==> src/rtl/wr_guard_pkg.sv <==
package wr_guard_pkg;

    localparam int DATA_W   = 32;
    localparam int DOM_W    = 4;
    localparam int NUM_DOM  = 1 << DOM_W;

    localparam int BIT_USER  = 8;
    localparam int BIT_NS    = 9;
    localparam int BIT_GLOCK = 11;
    localparam int BIT_LLOCK = 15;
    localparam int LIST_LSB  = 16;

    localparam int GATE_W = 2;

    typedef enum logic [2:0] {
        VD_IDLE,
        VD_TGT_GRANT,
        VD_TGT_DENY,
        VD_CFG_TAKE,
        VD_CFG_DENY
    } verdict_e;

    typedef enum logic {
        LK_OPEN,
        LK_SEALED
    } lock_e;

    typedef struct packed {
        logic ns_en;
        logic user_en;
    } gate_t;

endpackage

==> src/rtl/wr_guard_lock.sv <==
module wr_guard_lock
    import wr_guard_pkg::*;
#(
    parameter int FIELD_W = 2
) (
    input  logic               clk_i,
    input  logic               rst_ni,
    input  logic               upd_i,
    input  logic               lock_i,
    input  logic [FIELD_W-1:0] field_i,
    output logic [FIELD_W-1:0] field_o,
    output logic               sealed_o
);

    lock_e              state_q, state_d;
    logic [FIELD_W-1:0] field_q;

    always_comb begin
        state_d = state_q;
        unique case (state_q)
            LK_OPEN:   if (upd_i && lock_i) state_d = LK_SEALED;
            LK_SEALED: state_d = LK_SEALED;
            default:   state_d = LK_OPEN;
        endcase
    end

    always_ff @(posedge clk_i or negedge rst_ni) begin
        if (!rst_ni) state_q <= LK_OPEN;
        else         state_q <= state_d;
    end

    always_ff @(posedge clk_i or negedge rst_ni) begin
        if (!rst_ni)                           field_q <= '0;
        else if (upd_i && state_q == LK_OPEN)  field_q <= field_i;
    end

    assign field_o  = field_q;
    assign sealed_o = (state_q == LK_SEALED);

    AST_SEAL_STICKY: assert property (@(posedge clk_i) disable iff (!rst_ni)
        sealed_o |=> sealed_o);
    AST_SEALED_FIELD_FROZEN: assert property (@(posedge clk_i) disable iff (!rst_ni)
        (sealed_o && upd_i) |=> $stable(field_o));

endmodule

==> src/rtl/wr_guard_policy.sv <==
module wr_guard_policy
    import wr_guard_pkg::*;
#(
    parameter int N_DOM = 16,
    localparam int DW   = $clog2(N_DOM)
) (
    input  gate_t            gate_i,
    input  logic [N_DOM-1:0] list_i,
    input  logic [DW-1:0]    domain_i,
    input  logic             priv_i,
    input  logic             secure_i,
    output logic             tgt_ok_o,
    output logic             cfg_ok_o
);

    logic list_hit, priv_ok, sec_ok;

    always_comb begin
        list_hit = list_i[domain_i];
        priv_ok  = priv_i   | gate_i.user_en;
        sec_ok   = secure_i | gate_i.ns_en;
        tgt_ok_o = list_hit & priv_ok & sec_ok;
        cfg_ok_o = priv_i & secure_i;
    end

endmodule

==> src/rtl/wr_access_guard.sv <==
module wr_access_guard
    import wr_guard_pkg::*;
#(
    parameter int D_W = DATA_W,
    parameter int ID_W = DOM_W,
    localparam int N_DOM = 1 << ID_W
) (
    input  logic            clk_i,
    input  logic            rst_ni,
    input  logic            req_valid_i,
    input  logic            req_cfg_i,
    input  logic [D_W-1:0]  req_data_i,
    input  logic [ID_W-1:0] req_domain_i,
    input  logic            req_priv_i,
    input  logic            req_secure_i,
    output logic            tgt_wr_allow_o,
    output logic            wr_err_o,
    output logic [D_W-1:0]  auth_q_o
);

    verdict_e         verdict_q, verdict_d;
    logic             tgt_ok, cfg_ok, cfg_upd;
    gate_t            gate_new, gate_q;
    logic [N_DOM-1:0] list_q;
    logic             gate_sealed, list_sealed;
    logic             data_unused;

    assign gate_new.user_en = req_data_i[BIT_USER];
    assign gate_new.ns_en   = req_data_i[BIT_NS];
    assign cfg_upd          = req_valid_i & req_cfg_i & cfg_ok;
    assign data_unused      = ^{req_data_i[BIT_USER-1:0], req_data_i[BIT_GLOCK-1:BIT_NS+1],
                                req_data_i[BIT_LLOCK-1:BIT_GLOCK+1]};

    wr_guard_lock #(.FIELD_W(GATE_W)) u_gate_lock (
        .clk_i    (clk_i),
        .rst_ni   (rst_ni),
        .upd_i    (cfg_upd),
        .lock_i   (req_data_i[BIT_GLOCK]),
        .field_i  (gate_new),
        .field_o  (gate_q),
        .sealed_o (gate_sealed)
    );

    wr_guard_lock #(.FIELD_W(N_DOM)) u_list_lock (
        .clk_i    (clk_i),
        .rst_ni   (rst_ni),
        .upd_i    (cfg_upd),
        .lock_i   (req_data_i[BIT_LLOCK]),
        .field_i  (req_data_i[LIST_LSB +: N_DOM]),
        .field_o  (list_q),
        .sealed_o (list_sealed)
    );

    wr_guard_policy #(.N_DOM(N_DOM)) u_policy (
        .gate_i   (gate_q),
        .list_i   (list_q),
        .domain_i (req_domain_i),
        .priv_i   (req_priv_i),
        .secure_i (req_secure_i),
        .tgt_ok_o (tgt_ok),
        .cfg_ok_o (cfg_ok)
    );

    always_comb begin
        if (!req_valid_i)   verdict_d = VD_IDLE;
        else if (req_cfg_i) verdict_d = cfg_ok ? VD_CFG_TAKE  : VD_CFG_DENY;
        else                verdict_d = tgt_ok ? VD_TGT_GRANT : VD_TGT_DENY;
    end

    always_ff @(posedge clk_i or negedge rst_ni) begin
        if (!rst_ni) verdict_q <= VD_IDLE;
        else         verdict_q <= verdict_d;
    end

    always_comb begin
        tgt_wr_allow_o = 1'b0;
        wr_err_o       = 1'b0;
        unique case (verdict_q)
            VD_IDLE:      ;
            VD_TGT_GRANT: tgt_wr_allow_o = 1'b1;
            VD_TGT_DENY:  wr_err_o       = 1'b1;
            VD_CFG_TAKE:  ;
            VD_CFG_DENY:  wr_err_o       = 1'b1;
            default:      ;
        endcase
    end

    always_comb begin
        auth_q_o                   = '0;
        auth_q_o[BIT_USER]         = gate_q.user_en;
        auth_q_o[BIT_NS]           = gate_q.ns_en;
        auth_q_o[BIT_GLOCK]        = gate_sealed;
        auth_q_o[BIT_LLOCK]        = list_sealed;
        auth_q_o[LIST_LSB +: N_DOM] = list_q;
    end

    AST_ALLOW_ERR_EXCL: assert property (@(posedge clk_i) disable iff (!rst_ni)
        !(tgt_wr_allow_o && wr_err_o));
    AST_IDLE_QUIET: assert property (@(posedge clk_i) disable iff (!rst_ni)
        !req_valid_i |=> (!tgt_wr_allow_o && !wr_err_o));
    AST_CFG_REFUSED: assert property (@(posedge clk_i) disable iff (!rst_ni)
        (req_valid_i && req_cfg_i && !(req_priv_i && req_secure_i)) |=> (wr_err_o && $stable(auth_q_o)));
    AST_USER_GATE: assert property (@(posedge clk_i) disable iff (!rst_ni)
        (req_valid_i && !req_cfg_i && !req_priv_i && !auth_q_o[BIT_USER]) |=> (!tgt_wr_allow_o && wr_err_o));
    AST_NS_GATE: assert property (@(posedge clk_i) disable iff (!rst_ni)
        (req_valid_i && !req_cfg_i && !req_secure_i && !auth_q_o[BIT_NS]) |=> (!tgt_wr_allow_o && wr_err_o));
    AST_LIST_GATE: assert property (@(posedge clk_i) disable iff (!rst_ni)
        (req_valid_i && !req_cfg_i && !auth_q_o[LIST_LSB + int'(req_domain_i)]) |=> !tgt_wr_allow_o);
    AST_GLOCK_HOLDS: assert property (@(posedge clk_i) disable iff (!rst_ni)
        auth_q_o[BIT_GLOCK] |=> $stable(auth_q_o[BIT_GLOCK:BIT_USER]));

endmodule

==> config.mk <==
export PLATFORM = sky130hd
export DESIGN_NAME = wr_access_guard
export DESIGN_NICKNAME = d
export VERILOG_FILES = /design/src/rtl/wr_guard_pkg.sv /design/src/rtl/wr_guard_lock.sv /design/src/rtl/wr_guard_policy.sv /design/src/rtl/wr_access_guard.sv
export SDC_FILE = /design/constraint.sdc
export NUM_CORES = 1
export LEC_CHECK = 0
export BUFFER_PORTS_ARGS = -buffer_cell sky130_fd_sc_hd__buf_2
export CAP_MARGIN = 10
export CORE_MARGIN = 5
export CORE_UTILIZATION = 24
export CTS_CLUSTER_SIZE = 30
export DETAILED_ROUTE_END_ITERATION = 10
export PLACE_DENSITY = 0.54
export SLEW_MARGIN = 20
export SYNTH_ARGS = -nofsm -noshare
export SYNTH_HDL_FRONTEND = slang
export SYNTH_SLANG_ARGS = --single-unit
==> constraint.sdc <==
create_clock -name clk_i -period 2.7 [get_ports clk_i]
set_input_delay 0.81 -clock clk_i [delete_from_list [all_inputs] [get_ports clk_i]]
set_output_delay 0.81 -clock clk_i [all_outputs]
set_load 0.005 [all_outputs]
# Word level (Yosys, flattened, before mapping)
# Cells that the tools add are included.
[word_totals] register_bits=23 word_cells=35
[op_classes] order_cmp=1 eq_ne=3 muxes=12 bitwise=9 reduce_logical=5
[op_table] operator="$mux W3" n=3
[op_table] operator="$and A1 B1 Y1" n=5
[op_table] operator="$lt A4 B5 Y1 const B" n=1
[op_table] operator="$mux W1" n=5
[op_table] operator="$bmux W1 S4" n=1
[op_table] operator="$logic_and A1 B1 Y1" n=4
[op_table] operator="$pmux W1 S2" n=2
[op_table] operator="$eq A3 B1 Y1 const B" n=1
[op_table] operator="$eq A3 B2 Y1 const B" n=1
[op_table] operator="$eq A3 B3 Y1 const B" n=1
[op_table] operator="$mux W2" n=1
[op_table] operator="$not A1 Y1" n=2
[op_table] operator="$or A1 B1 Y1" n=2
[op_table] operator="$reduce_or A2 Y1" n=1

# Logic depth before layout (Yosys ltp)
[depth] word_depth=7 mapped_depth=5 ltp_nobuf=4

# Hierarchy
# Synthesis repeated with hierarchy kept, for this count alone.
[hier_totals] cells_unflattened=91 area_unflattened_um2=1249.9
[by_module_without_submodules] module="wr_guard_lock at u_list_lock" n_inst=1 cells_each=37 area_per_inst_um2=696.9 seq_area_each_um2=425.4
[by_module_without_submodules] module="wr_access_guard" n_inst=1 cells_each=29 area_per_inst_um2=252.7 seq_area_each_um2=75.1
[by_module_without_submodules] module="wr_guard_policy" n_inst=1 cells_each=18 area_per_inst_um2=172.7 seq_area_each_um2=0.0
[by_module_without_submodules] module="wr_guard_lock at u_gate_lock" n_inst=1 cells_each=7 area_per_inst_um2=127.6 seq_area_each_um2=75.1

# Least setup slack after synthesis
# No wires, ideal clock.
[synth_path] kind="input-to-reg" from="input port req_valid_i" to="register u_list_lock.field_q[10] (netlist: u_list_lock.field_o[10])" setup_ns=0.125 t_arrival_ns=1.715 t_required_ns=2.575 setup_slack_ns=0.860 path_stages=4 path_buffers=1 path_cell_list="nand4_1 nor2_2 buf_6 mux2_2"
[synth_via] elab_chain_cells=3
[synth_rtl] element="start: declaration" line_no="wr_access_guard.sv:10" rtl="input logic req_valid_i,"
[synth_rtl] element="$and A1 B1 Y1 (2 in series)" line_no="wr_access_guard.sv:30" rtl="assign cfg_upd = req_valid_i & req_cfg_i & cfg_ok;"
[synth_rtl] element="$logic_and A1 B1 Y1" line_no="wr_guard_lock.sv:34" rtl="else if (upd_i && state_q == LK_OPEN) field_q <= field_i;"
[synth_rtl] element="end signal: assignment" line_no="wr_guard_lock.sv:34"
[synth_rtl] element="end: declaration" line_no="wr_guard_lock.sv:16" rtl="logic [FIELD_W-1:0] field_q;"
# Every way passes these cells.
# A chain may end at the register's enable or synchronous reset.

# Final worst setup path
[layout_path] from="register verdict_q[2]" to="output port tgt_wr_allow_o"
[layout_via] elab_chain_cells=2
[layout_rtl] element="start: declaration" line_no="wr_access_guard.sv:21" rtl="verdict_e verdict_q, verdict_d;"
[layout_rtl] element="start signal: assignment" line_no="wr_access_guard.sv:72" rtl="else verdict_q <= verdict_d;"
[layout_rtl] element="$eq A3 B1 Y1" line_no="wr_access_guard.sv:78" rtl="unique case (verdict_q)"
[layout_rtl] element="$mux W1" line_no="wr_access_guard.sv:78"
[layout_rtl] element="end: declaration" line_no="wr_access_guard.sv:16" rtl="output logic tgt_wr_allow_o,"
# Every way passes these cells.

==> flow_summary.ini <==
[routing]
dr.max_layer_used = met3
via_per_inst = 4.10
drt_pass1_iterations = 4
wl_met3_um = 360
dr_total_vias = 882
drt_iter0_drc = 20
drc_errors = 0
wire_per_inst_um = 12.5
ant_nets = 0
finalWirelength_um = 2690
met2WireLength_um = 1130
drt-met1-wl_um = 1200

[global_route]
antenna_found_initial = 0
grt_usage = 0.0861
grt_pass1_wl_um = 4350
grt_max_degree = 24
overflow = 0
grt_pass1_vias = 922

[layout]
nets = 191
n_antenna_cell = 0
area_growth_pct = 24.9
fillers = 507
drive_gt1_frac = 0.514
post-route-util = 0.311
final_cells = 215

[logic_synthesis]
ys_types = 25
ys_seq_area_frac = 0.483
avgSynthCellArea_um2 = 12.0
yosys-top-cells-area = dfrtp_1 48%, mux2_2 17%, buf_4 9.5%
synth-seq-cells = 23
syn_inst = 99
synth_area_leader_cell = dfrtp_1
ys.warnings.count = 0
synthesis.area_um2 = 1190
synth_top_area_share = 0.483

[setup_path]
cp_top_family = flip-flops
cp-end-kind = primary output
r2r_end = verdict_q[1]
crit_chain = nor3b_1 > buf_2
r2r_slack_ps = 1340
crit_buf_inv = 1
cp_slowest_cell = dfrtp_1
cp.arrival_ps = 980
startpoint_type = flop
critical_path.max_fanout = 2
crit_required_ps = 1890
cp_slowest_stage_delay_ps = 390
critical_path_class = reg2out
reg2reg_depth = 4
reg2reg_from = u_list_lock.field_o[4]
startpoint = verdict_q[2]

[clocking]
ctsResizeCount = 0
htreeDepth = 1
cts_buffer_depth = 2
cts_sinks = 23
cts-root-buf = clkbuf_8
cts_made_buffers = 3
clkLatencyLatePin_ps = 270
cts_tree = yes
cts.reportedPaths.clkPinSlew_ps = 90
postCtsHoldBufs = 0
cts_setup_buffers = 0

[outcome]
outcome = finished, final reports clean

[timing]
skew_ps = 8.62
fin_tns_setup_ps = 0
hold_viol = 0
period_minus_slack_ps = 1790
whs_ps = 496
setup_viol = 0
rsz0062_at_grt = false
slew_violations = 0
max_freq_mhz = 557
finalCritPeriodShare = 0.665

[die]
ioPinCount = 76
row_count = 25
coreArea_um2 = 4790
start_util = 0.249
dieArea_um2 = 6470
die_h_um = 80.5
die_w_um = 80.5

[power]
p_per_area_nw_per_um2 = 729
switchingPower_uw = 329
power_frac_clock = 0.200
p_leak_uw = 0.000737
peakVddDrop_mv = 0.412
power.share.switching = 0.303
p_int_uw = 755
combPwrFrac = 0.306
power_frac_seq = 0.494

[placed_design]
dp_hpwl_um = 2200
portBuffers = 51
place_congestion = 0.749
numPlacedInstances = 211

[flow_run]
cap_viol_max_count = 0

[hold_path]
hold_path.class = in2async
-- area by class of cell --
class                   instances  area, um^2  area share
inverters                       3        11.3     0.00757
clock buffers                   3        41.3      0.0278
well taps                      67        83.8      0.0563
flip-flops and latches         23         576       0.387
multi-input cells              66         505       0.340
repair buffers                 52         263       0.177
clock inverters                 1        7.51     0.00505
-- cells in the mapped netlist --
library cell	instances
dfrtp_1	23
mux2_2	18
buf_4	15
mux2i_1	7
nor2_1	4
inv_1	3
nand2_1	3
nand3_1	3
nand4_1	3
a21o_1	2
a32oi_1	2
buf_6	2
or3_1	2
a21oi_1	1
a311oi_1	1
buf_2	1
conb_1	1
mux2_4	1
nor2_2	1
nor3b_1	1
nor4_1	1
o2111a_1	1
o211ai_1	1
o22ai_1	1
xnor2_1	1
-- worst max path at each step --
stage                                          to  slack, ps  depth (start not counted)
after global placement               verdict_q[1]        700                          5
final                              tgt_wr_allow_o        910                          2
after global routing               tgt_wr_allow_o        810                          2
after CTS                          tgt_wr_allow_o        880                          2
after floorplan           u_list_lock.field_o[10]        860                          4
after detailed placement             verdict_q[1]        700                          5
-- flip-flops by register name, indices dropped and copies added (netlist names) --
signal and cells:
u_gate_lock.sealed_o 1, verdict_q 3, u_gate_lock.field_o 2, u_list_lock.sealed_o 1, u_list_lock.field_o 16
-- worst reg2reg max path, delay by kind of cell, from the launching register on --
family,cells,cell delay [ps]
flip-flops,1,400
multiplexers,1,270
AND/OR/NAND/NOR,2,410
AO/OA/AOI/OAI,1,210
-- cells by family (layout without fill, tap and decap cells) --
group,Yosys count,after routing,synth area share
AND/OR/NAND/NOR,18,18,0.0777
other,1,12,0.00315
AO/OA/AOI/OAI,9,9,0.0599
buffers and inverters,21,59,0.127
XOR/XNOR,1,1,0.00735
flip-flops,23,23,0.483
multiplexers,26,26,0.242
-- power by group through the flow --
stage / sequential [uW] / combinational, uW / clock (uW)
finish: 536 / 332 / 217
global route: 552 / 371 / 246
CTS: 540 / 340 / 229
detailed placement: 546 / 338 / 0
global placement: 544 / 337 / 0
floorplan: 538 / 186 / 0
-- placed cells by master, fill, tap and decap left out, drive strengths merged --
cell / count
a32oi: 2
a311oi: 1
nor4: 1
or3: 2
nand4: 3
clkinvlp: 1
o211ai: 1
nand2: 3
o2111a: 1
dfrtp: 23
a21o: 2
o22ai: 1
xnor2: 1
inv: 3
conb: 12
mux2i: 7
buf: 52
nor2: 5
nor3b: 1
nand3: 3
a21oi: 1
clkbuf: 3
mux2: 19
-- stage by stage --
stage | cell area (um^2) | setup slack, ps | power [uW]
6_report | 1490 | 905 | 1080
5_1_grt | 1490 | 813 | 1170
4_1_cts | 1490 | 885 | 1110
3_5_place_dp | 1440 | 701 | 884
3_3_place_gp | 1440 | 701 | 880
2_1_floorplan | 1230 | 860 | 724
-- per-layer routing --
| layer | vias to the layer above | track usage |
|---|---|---|
| li1 | 423 | - |
| met1 | 412 | 0.114 |
| met2 | 47 | 0.126 |
| met3 | 0 | 0.0482 |
| met4 | 0 | 0.0101 |
| met5 | - | 0 |
(Power assumes the default switching activity.)
